## src/rtl/thermo_match_pkg.sv

```systemverilog
package thermo_match_pkg;

    // States of the hold stage on the match flag
    typedef enum logic [1:0] {
        ST_EMPTY  = 2'd0,   // after reset, nothing captured yet
        ST_TRACK  = 2'd1,   // enable high, capturing each edge
        ST_FROZEN = 2'd2    // enable low, presenting the captured flag
    } hold_state_e;

endpackage

```

## src/rtl/thermo_code_decode.sv

```systemverilog
module thermo_code_decode #(
    parameter int ADDR_W = 12,
    parameter int CODE_W = 4
) (
    input  logic [CODE_W-1:0] code,
    output logic [ADDR_W-1:0] req_level,
    output logic              code_ok
);
    localparam logic [CODE_W-1:0] FULL_CODE = CODE_W'(ADDR_W);
    localparam logic [CODE_W-1:0] TOP_CODE  = {CODE_W{1'b1}};

    logic [CODE_W-1:0] boundary;

    // The all-ones code folds onto the full-width boundary
    always_comb begin
        if (code == TOP_CODE) begin
            boundary = FULL_CODE;
        end else begin
            boundary = code;
        end
        code_ok = (code <= FULL_CODE) || (code == TOP_CODE);
    end

    // Line i must be high when it sits at or above the boundary
    for (genvar i = 0; i < ADDR_W; i++) begin : g_level
        assign req_level[i] = (int'(boundary) <= i);
    end

endmodule

```

## src/rtl/addr_level_compare.sv

```systemverilog
module addr_level_compare #(
    parameter int ADDR_W = 12
) (
    input  logic [ADDR_W-1:0] addr,
    input  logic [ADDR_W-1:0] req_level,
    input  logic              code_ok,
    output logic              live_n
);
    logic [ADDR_W-1:0] diff;
    logic              all_fit;

    always_comb begin
        diff    = addr ^ req_level;
        all_fit = ~|diff;
        live_n  = ~(all_fit & code_ok);
    end

endmodule

```

## src/rtl/match_hold_fsm.sv

```systemverilog
module match_hold_fsm
    import thermo_match_pkg::*;
(
    input  logic        clk,
    input  logic        rst_n,
    input  logic        le,
    input  logic        live_n,
    output logic        out_n,
    output hold_state_e state_o
);
    hold_state_e state_q;
    hold_state_e state_d;
    logic        held_q;

    // State register
    always_ff @(posedge clk or negedge rst_n) begin
        if (!rst_n) begin
            state_q <= ST_EMPTY;
        end else begin
            state_q <= state_d;
        end
    end

    // Next-state selection
    always_comb begin
        state_d = state_q;
        unique case (state_q)
            ST_EMPTY:  if (le)  state_d = ST_TRACK;
            ST_TRACK:  if (!le) state_d = ST_FROZEN;
            ST_FROZEN: if (le)  state_d = ST_TRACK;
            default:   state_d = ST_EMPTY;
        endcase
    end

    // Captured flag, loaded on every edge with enable high
    always_ff @(posedge clk or negedge rst_n) begin
        if (!rst_n) begin
            held_q <= 1'b1;
        end else if (le) begin
            held_q <= live_n;
        end
    end

    // Output: transparent while enabled, otherwise per state
    always_comb begin
        out_n = 1'b1;
        if (le) begin
            out_n = live_n;
        end else begin
            unique case (state_q)
                ST_EMPTY:  out_n = 1'b1;
                ST_TRACK:  out_n = held_q;
                ST_FROZEN: out_n = held_q;
                default:   out_n = 1'b1;
            endcase
        end
    end

    assign state_o = state_q;

endmodule

```

## src/rtl/thermo_addr_match.sv

```systemverilog
module thermo_addr_match
    import thermo_match_pkg::*;
#(
    parameter int ADDR_W = 12,
    parameter int CODE_W = 4
) (
    input  logic              clk,
    input  logic              rst_n,
    input  logic [CODE_W-1:0] code,
    input  logic [ADDR_W-1:0] addr,
    input  logic              le,
    output logic              match_n
);
    logic [ADDR_W-1:0] req_level;
    logic              code_ok;
    logic              live_n;
    hold_state_e       hold_state;

    thermo_code_decode #(.ADDR_W(ADDR_W), .CODE_W(CODE_W)) u_decode (
        .code      (code),
        .req_level (req_level),
        .code_ok   (code_ok)
    );

    addr_level_compare #(.ADDR_W(ADDR_W)) u_compare (
        .addr      (addr),
        .req_level (req_level),
        .code_ok   (code_ok),
        .live_n    (live_n)
    );

    match_hold_fsm u_hold (
        .clk     (clk),
        .rst_n   (rst_n),
        .le      (le),
        .live_n  (live_n),
        .out_n   (match_n),
        .state_o (hold_state)
    );

endmodule

```

## config.mk

```make
export PLATFORM = sky130hd
export DESIGN_NAME = thermo_addr_match
export DESIGN_NICKNAME = d
export VERILOG_FILES = /design/src/rtl/thermo_match_pkg.sv /design/src/rtl/thermo_code_decode.sv /design/src/rtl/addr_level_compare.sv /design/src/rtl/match_hold_fsm.sv /design/src/rtl/thermo_addr_match.sv
export SDC_FILE = /design/constraint.sdc
export NUM_CORES = 1
export LEC_CHECK = 0
export BUFFER_PORTS_ARGS = -buffer_cell sky130_fd_sc_hd__buf_2
export CAP_MARGIN = 20
export CORE_MARGIN = 2
export CORE_UTILIZATION = 45
export CTS_BUF_LIST = sky130_fd_sc_hd__clkbuf_2
export DETAILED_ROUTE_END_ITERATION = 6
export PLACE_DENSITY = 0.7
export SETUP_SLACK_MARGIN = 0.3
export SYNTH_ARGS = -nofsm -noshare
export SYNTH_HDL_FRONTEND = slang
export SYNTH_SLANG_ARGS = --single-unit
```

## constraint.sdc

```tcl
create_clock -name clk -period 5 [get_ports clk]
set_clock_uncertainty 0.15 [all_clocks]
set_input_delay 1 -clock clk [delete_from_list [all_inputs] [get_ports clk]]
set_output_delay 1 -clock clk [all_outputs]
set_load 0.01 [all_outputs]
```

==> flow_results.org, run 1 <==
** Setup path
- The critical path is of the in -> out type.
- The worst setup path is launched from a primary input.
- Worst path required time :: 3.85 ns
- Startpoint of the lowest-slack register-to-register path :: u_hold.state_o[0]
- Slack of the worst reg-to-reg path :: 3.45 ns
- Reg-to-Reg End :: u_hold.state_o[1]
- CP Max Fanout :: 17
- Counting cells, the worst reg-to-reg path comes to 5.
- The worst setup path is captured at an output port.
- Data arrival at the endpoint of the critical path :: 2.37 ns

** Min path
- Worst min-delay path startpoint :: u_hold.held_q
- The tightest min-delay check is of the reg -> reg type.
- Worst Hold Endpoint :: u_hold.held_q
- The worst hold path passes through 2 cells.

** CTS
- CTS root buf :: sky130_fd_sc_hd__clkbuf_2
- Post-CTS setup buffer count :: 0
- For this design, the CTS-stage hold fixing added 0 buffers.
- For the worst-skew pair, the clock arrives at the later sink with an insertion delay of 0.20 ns.
- Once the clock tree was built, the resizer swapped 0 gates to a different size.
- Count of H-tree levels built during CTS :: 1
- CTS max path bufs :: 2
- Clock tree from TritonCTS :: built
- Clock tree sinks :: 3
- CTS buffer count :: 3
- Post-CTS clock slew at the launch and capture registers of the worst setup and hold paths :: 0.04 ns

** Route
- Via Count :: between 600 and 700
- Overall routed net length :: 1290 um
- Before antenna repair, the detailed router went through 4 iterations.
- Dividing the detail-routed wire length by the instance count gives approximately 12 um.
- For this run, design rule violations remaining after detail routing come to 0.
- Number of nets still failing antenna checks after routing :: 0
- In the routed layout, each cell is associated on average with a via count of between 5 and 6.
- The detailed router finished its first iteration with 22 violations.

** Timing
- After layout, the worst path uses 70.4% of the clock period.
- Slew at the pin closest to its max-slew limit :: ~0.32 ns
- Timing would allow up to 284 MHz.
- Setup violations remaining at the end of the flow were counted as 0.
- Setup repair after global routing missed its margin :: no
- Setup total negative slack :: 0 ns
- The worst pin sits at a relative slew slack of 78.4%.
- Post-layout minimum cycle time :: 3.52 ns
- The tightest hold path in the finished design has a slack of roughly 0.4 ns.
- Number of hold-slack violations in the final timing report :: 0
- The final number of max-transition violations was 0.
- Post-layout worst setup margin :: around 1.5 ns

** Power
- IR analysis of the VDD net gives a maximum drop of 250 uV.
- Part of the power in combinational logic :: 50.4%
- Switch Pwr :: ~0.000062 W
- Power spread over the standard cell area amounts to approximately 210 nW/um2.
- The internal power of the cells totals 0.0000870 W.
- Net switching is around two fifths of the power.
- Summed over all cells, the static leakage comes to 0.290 nW.
- Per report_power, the sequential group accounts for between 20% and 30% of the total.
- Power comes to 0.000149 W.
- The share of total power dissipated in the clock network is a little over a fifth.

** Synth
- For this run, the leading register cell type out of synthesis is sky130_fd_sc_hd__dfrtp_1.
- Async SR Flop Fraction :: 100%
- The share of the Yosys chip area taken by registers is 12.9%.
- Synthesis handed over a netlist of 74 instances.
- After synthesis, the netlist uses 39 different library cells.
- Counting flops and latches in the post-synthesis netlist gives 3.
- In this run, synthesis inferred 0 flip-flops with an integrated enable.
- Post-synthesis instance area :: 593 um2
- Synthesized area divided by synthesized cell count :: 8.01 um2
- Total nets after synthesis :: 98
- The Yosys step of the flow raised 0 warnings.

** Run status
- The run finished with clean final reports.

** Layout
- Nets@finish :: 118
- The library cell used most frequently in the layout, excluding fill and tap cells, is sky130_fd_sc_hd__buf_2.
- Once layout is complete, the cells apart from fillers number 108.
- Leaving out fill and tap cells, the most frequent cells in the layout are sky130_fd_sc_hd__buf_2 (19), sky130_fd_sc_hd__nand2b_1 (6), sky130_fd_sc_hd__o21ai_0 (6).
- The number of antenna diodes in the final layout is 0.
- Compared with the post-synthesis result, the final layout area differs by 17.7%.
- Ratio of cells with drive above 1 in the final layout :: 32.3%
- Counting the fill cells in the layout gives between 100 and 150.

** Global route
- Entering global routing, the biggest net connects 18 pins.
- Layer carrying the most global-route usage :: met1
- Met2 Track Usage GR :: 21.4%
- Global routing finished with a remaining overflow of 0.
- Overall routing resource usage :: 17.3%
- Vias in the first global route :: 438
- Global routing used a little under 30% of the available met1 tracks.
- Global-route wire length before repair :: 1970 um
- The number of antenna violations at the first check in global routing is 0.
- Met3 track demand over resource in global routing :: under 10%

** Floorplanning
- The floorplan step defined a die boundary enclosing 1620 um2.
- Number of core rows :: 13
- The initial utilization of the core area, before any placement, comes to 46.7%.
- In this run the standard cell core region covers 1270 um2.
- Top-level port count :: 20
- Die Ht :: 40.3 um
- The die is 40.3 um wide.

** Place
- After legalization and detailed placement, the total HPWL measured 982 um.
- GPL Wtd Cong :: 0.747
- Counting tap cells, the placed design contains a total of between 100 and 150 instances.
- DP Worst Slack :: 1.49 ns
- Input/output buffers :: 19

** Job
- Count of maximum capacitance violations :: 0
[synthesized netlist by cell type, types with 2 or more instances]
library cell / n / area [um2]
sky130_fd_sc_hd__nand2b_1: 6 / 37.5
sky130_fd_sc_hd__buf_2: 2 / 10.0
sky130_fd_sc_hd__nor3b_1: 3 / 22.5
sky130_fd_sc_hd__dfrtp_1: 2 / 50.1
sky130_fd_sc_hd__nor2_1: 5 / 18.8
sky130_fd_sc_hd__nor2b_1: 2 / 12.5
sky130_fd_sc_hd__or3b_1: 2 / 17.5
sky130_fd_sc_hd__nand2_1: 2 / 7.51
sky130_fd_sc_hd__o21ai_0: 6 / 30.0
sky130_fd_sc_hd__ha_1: 5 / 62.6
sky130_fd_sc_hd__a21oi_1: 5 / 25.0
sky130_fd_sc_hd__nor4_1: 2 / 12.5
sky130_fd_sc_hd__inv_1: 3 / 11.3
sky130_fd_sc_hd__nand3_1: 4 / 20.0
[registers in the layout (all words and copies together) (netlist names)]
register / flops
u_hold.held_q: 1
u_hold.state_o: 2
[stage by stage]
step                      util [%]  area, um2
final                         55.0        698
after global routing          55.0        698
after CTS                     55.0        698
after detailed placement      53.5        678
after global placement        53.5        678
after floorplan                  -        593
[metal layers]
metal | part of all wire [%] | vias to the layer above
li1 | - | 318
met1 | 51 | 273
met2 | 41 | 19
met3 | 7.0 | 2
met4 | 1.1 | 0
met5 | 0 | -
[worst max-delay path by stage]
stage / start / endpoint / slack (ns)
global route: code[2] / match_n / 1.33
finish: code[2] / match_n / 1.48
detailed placement: code[2] / match_n / 1.49
CTS: code[2] / match_n / 1.49
global placement: code[2] / match_n / 1.50
floorplan: code[1] / match_n / 1.75
[power by group through the flow]
stage	logic (W)	registers [W]	clock network (W)
floorplan	0.0000545	0.0000392	0
global placement	0.0000734	0.0000414	0
detailed placement	0.0000752	0.0000414	0
CTS	0.0000753	0.0000410	0.0000340
global route	0.0000861	0.0000430	0.0000358
finish	0.0000750	0.0000413	0.0000326
[cell type report]
class	count	area (um2)	share of cell area (%)
clock buffers	4	20.0	2.87
multi-input cells	64	477	68.3
flip-flops and latches	3	76.3	10.9
repair buffers	19	95.1	13.6
well taps	15	18.8	2.69
inverters	3	11.3	1.61
[critical path: stages]
cell and delay, ns:
sky130_fd_sc_hd__buf_2 0.19, sky130_fd_sc_hd__or2_1 0.31, sky130_fd_sc_hd__nor3b_1 0.25, sky130_fd_sc_hd__o32ai_2 0.13
sky130_fd_sc_hd__nor4_2 0.27, sky130_fd_sc_hd__a21oi_1 0.06, sky130_fd_sc_hd__buf_2 0.14
[logic make-up (layout without fill, tap and decap cells)]
group                      Yosys count  after routing  synth area share [%]
AOI/OAI and AO/OA                   24             24                  31.4
xor gates and xnor gates             1              1                  1.48
buffers and inverters                7             26                  6.75
muxes                                2              2                  3.59
DFF                                  3              3                  12.9
and+or+nand+nor                     32             32                  33.3
adders and majority gates            5              5                  10.5
(Power assumes the default switching activity.)
==> run 2, diff against run 1 <==
--- a/config.mk
+++ b/config.mk
@@ -5,12 +5,13 @@
 export SDC_FILE = /design/constraint.sdc
 export NUM_CORES = 1
 export LEC_CHECK = 0
+export ABC_AREA = 1
 export BUFFER_PORTS_ARGS = -buffer_cell sky130_fd_sc_hd__buf_2
 export CAP_MARGIN = 20
-export CORE_MARGIN = 2
-export CORE_UTILIZATION = 45
+export CORE_AREA = 2 2 39 41
 export CTS_BUF_LIST = sky130_fd_sc_hd__clkbuf_2
 export DETAILED_ROUTE_END_ITERATION = 6
+export DIE_AREA = 0 0 41 43
 export PLACE_DENSITY = 0.7
 export SETUP_SLACK_MARGIN = 0.3
 export SYNTH_ARGS = -nofsm -noshare
==> constraint.sdc (replaced) <==
create_clock -name clk -period 3.15 [get_ports clk]
set_clock_uncertainty 0.15 [all_clocks]
set_input_delay 0.63 -clock clk [delete_from_list [all_inputs] [get_ports clk]]
set_output_delay 0.63 -clock clk [all_outputs]
set_load 0.01 [all_outputs]
==> run 2 against run 1 <==
Effect of this change: area after synthesis shrank 4.4%; sequential share of layout area grew 0.12 points; via count increased by 4.4%; synthesized cell count up 45%; design area shrank 1.1%.
==> flow_results.org, run 2 <==
** Run status
- The flow ran to the end, and the final reports show no timing, DRC or antenna violations.

** Floorplanning
- Top-level port count :: 20 (unchanged)
- The die outline area came to 1760 um2 (+8.5%).
- The initial core utilization came to 41.0% (-5.8 points).
- The count of standard-cell rows came to 14 (+1).
- The placeable core area came to 1380 um2 (+9.1%).
- Die width :: 41 um (+1.7%)
- The vertical die dimension was 43 um (+6.7%).

** Timing
- The final number of max-transition violations is 0 (unchanged).
- Number of hold-slack violations in the final timing report :: 0 (unchanged)
- Setup total negative slack :: 0 ns (unchanged)
- The final number of setup-violating endpoints was 0 (unchanged).
- Static timing analysis puts the maximum clock frequency at 396 MHz.
- Headroom to the max-slew limit :: 80.4% (+2.0 points)
- Post-route clock period utilization :: 80.2%
- Setup repair after global routing left no endpoint under its margin.
- Smallest hold slack :: 0.0701 ns (-0.331 ns)
- The worst-margin pin slew came to 0.286 ns (-0.0377 ns).
- Post-layout minimum cycle time :: between 2 and 3 ns

** Global route
- The via count of the first global-routing pass came to 571 (+30%).
- Number of antenna violations at the first check in global routing :: 0 (unchanged)
- The maximum number of pins on one net before global-route repair was 10 (-8).
- Overall routing resource usage :: 16.6% (-0.72 points)
- The global-route wire length before repair was 2100 um (+6.7%).
- The final global-route overflow total is 0 (unchanged).

** CTS
- The hold buffer count at CTS came to 0 (unchanged).
- The post-CTS repair timing setup buffer count was 0 (unchanged).
- Count of H-tree levels built during CTS :: 1 (unchanged)
- Post-CTS clock slew at the launch and capture registers of the worst setup and hold paths :: 0.04 ns (about the same)
- The total number of clock tree sinks came to 3 (unchanged).
- CTS max path bufs :: 2 (unchanged)
- CTS buffer count :: 3 (unchanged)
- The clock latency on the worst-skew pair was 0.20 ns (about the same).
- CTS resizes :: 0 (unchanged)
- Clock tree from TritonCTS :: built
- The root buffer cell chosen for the clock tree is sky130_fd_sc_hd__clkbuf_2.

** Route
- Overall routed net length :: 1190 um (-7.8%)
- WL per Instance :: 8.20 um (-31%)
- Via Count :: 639 (+4.4%)
- Initial drt markers :: 7 (-68%)
- DRC viols :: 0 (unchanged)
- The number of antenna-violating nets in the routed design came to 0 (unchanged).
- 1st-pass router iterations :: 3 (-1)
- The number of vias per cell after detailed routing is 4.41 (-22%).

** Setup path
- Worst path required time :: 2.37 ns (-1.48 ns)
- The worst setup path is launched from a primary input.
- Slowest stage cell, crit path :: sky130_fd_sc_hd__nor2_2
- Length in cells of the worst reg-to-reg path :: 6 (+1)
- Data arrival at the endpoint of the critical path :: 1.75 ns (-0.62 ns)
- The cell that appears most often on the critical path is sky130_fd_sc_hd__nand2_1.
- The highest fanout seen on the critical path is 9 (-8).
- Gate family responsible for the most delay along the worst path :: simple AND/OR/NAND/NOR gates
- Type of the worst setup path :: in -> out
- Reg-to-Reg End :: u_hold.state_o[0]
- The largest incremental delay on the critical path is 0.19 ns (-0.12 ns).
- The count of buffer and inverter cells on the critical path came to 2 (unchanged).
- The worst register-to-register path begins at u_hold.state_o[0].
- Slack of the worst reg-to-reg path :: 1.49 ns (-1.96 ns)
- Walking the worst path, the cells encountered are buf_2 -> nor2_2 -> nand2_1 -> nand2_1 -> nand2_1 -> nor2_1 -> nand2_1 -> nor2_1 -> nand2_1 -> nand2_1 -> nand2_1 -> buf_2.
- Type of element capturing the critical path :: output port
- WP depth :: 12 (+5)

** Synth
- Async SR Flop Fraction :: 100% (unchanged)
- The number of enable-type register cells in the synthesized netlist came to 0 (unchanged).
- The post-synthesis sequential element count came to 3 (unchanged).
- Share of synthesized area occupied by flip-flops and latches :: 13.5% (+0.60 points)
- The number of instances in the synthesized netlist came to 107 (+45%).
- After synthesis, the most frequently instantiated cells are sky130_fd_sc_hd__nand2_1 (46), sky130_fd_sc_hd__inv_1 (14), sky130_fd_sc_hd__nor2_1 (12).
- Most common flop cell mapped by yosys :: sky130_fd_sc_hd__dfrtp_1
- The unique cell type count in the Yosys netlist is 19 (-51%).
- The summed instance area of the synthesized netlist is 567 um2 (-4.4%).
- Total nets after synthesis :: 131 (+34%)
- Share of the synthesized area in the top cell type :: 30.5% (+20 points)
- The count of warnings emitted by yosys was 0 (unchanged).
- Cell taking the most area after synthesis :: sky130_fd_sc_hd__nand2_1
- The post-synthesis average cell area was 5.30 um2 (-34%).
- Sorting the synthesized cells by area gives the leading types as sky130_fd_sc_hd__nand2_1 (30%), sky130_fd_sc_hd__ha_1 (11%), sky130_fd_sc_hd__inv_1 (9.3%), sky130_fd_sc_hd__dfrtp_1 (8.8%), sky130_fd_sc_hd__nor2_1 (7.9%).
- The most common cell in the synthesized netlist is sky130_fd_sc_hd__nand2_1.

** Job
- The total of max-cap violations came to 0 (unchanged).

** Place
- The half-perimeter wire length of the detailed placement result is 1030 um (+4.8%).
- GPL Wtd Cong :: 0.779 (+4.3%)
- Cells after DPL :: 141 (+36%)
- Input/output buffers :: 19 (unchanged)

** Layout
- The library cell used most frequently in the layout, excluding fill and tap cells, is sky130_fd_sc_hd__nand2_1.
- In the layout the commonest cells are sky130_fd_sc_hd__nand2_1 (46), sky130_fd_sc_hd__buf_2 (19), sky130_fd_sc_hd__inv_1 (14).
- Nets@finish :: 154 (+31%)
- The ratio of cells with drive above 1 in the final layout was 24.0% (-8.2 points).
- The number of flip-flops in the largest register was 2 (unchanged).
- Syn-to-layout area delta :: 21.9%
- The final non-filler cell total came to 145 (+34%).
- The number of inserted diodes was 0 (unchanged).

** Min path
- Worst hold path type :: in -> async

** Power
- The cell leakage power is 0.448 nW (+54%).
- The maximum VDD drop is 364 uV (+46%).
- The power per unit of standard cell area is 366 nW/um2 (+72%).
## run 2: cell count changes after synthesis, sizes merged, moves of 4 or more
cell / delta
nand2b: -6
inv: +14
nand3: +4
a21oi: -4
nand2: +46
nor2: +8
## run 2: logic make-up after synthesis
kind of cell | share of synthesized area, %
buffers and inverters | 13.9
AOI/OAI and AO/OA | 4.86
adders and majority gates | 11.0
muxes | 1.77
and+or+nand+nor | 55.0
DFF | 13.5
## run 2: worst max-delay path by stage
stage                    to     from  slack, ns
floorplan           match_n  code[3]       0.92
global placement    match_n  code[2]       0.62
detailed placement  match_n  code[3]       0.60
CTS                 match_n  code[3]       0.60
global route        match_n  code[3]       0.47
finish              match_n  code[3]       0.62
## run 2: through the flow
stage / util (%) / total power (W) / instance area [um2] / worst slack, ns
finish: 49.9 / 0.000253 / 691 / 0.625
global route: 49.9 / 0.000289 / 691 / 0.468
CTS: 49.9 / 0.000258 / 691 / 0.595
detailed placement: 48.5 / 0.000203 / 671 / 0.604
global placement: 48.5 / 0.000197 / 671 / 0.616
floorplan: - / 0.000162 / 567 / 0.923
## run 2: metal layers
metal,part of all wire (%),vias to the layer above,track usage [%]
li1,-,371,-
met2,51,10,27.2
met3,3.3,0,3.14
met4,0,0,4.00
met1,46,258,21.4
met5,0,-,0
## run 2: cell type report
| class | count | area (um2) |
|---|---|---|
| fillers | 164 | 693 |
| well taps | 16 | 20.0 |
| multi-input cells | 85 | 412 |
| inverters | 18 | 67.6 |
| flip-flops and latches | 3 | 76.3 |
| repair buffers | 19 | 95.1 |
| clock buffers | 4 | 20.0 |
## run 2: power breakdown
group,total [W],switching [W],internal [W]
Clock,0.0000533,0.0000198,0.0000335
Sequential,0.0000647,0.0000117,0.0000530
Combinational,0.000135,0.0000782,0.0000569
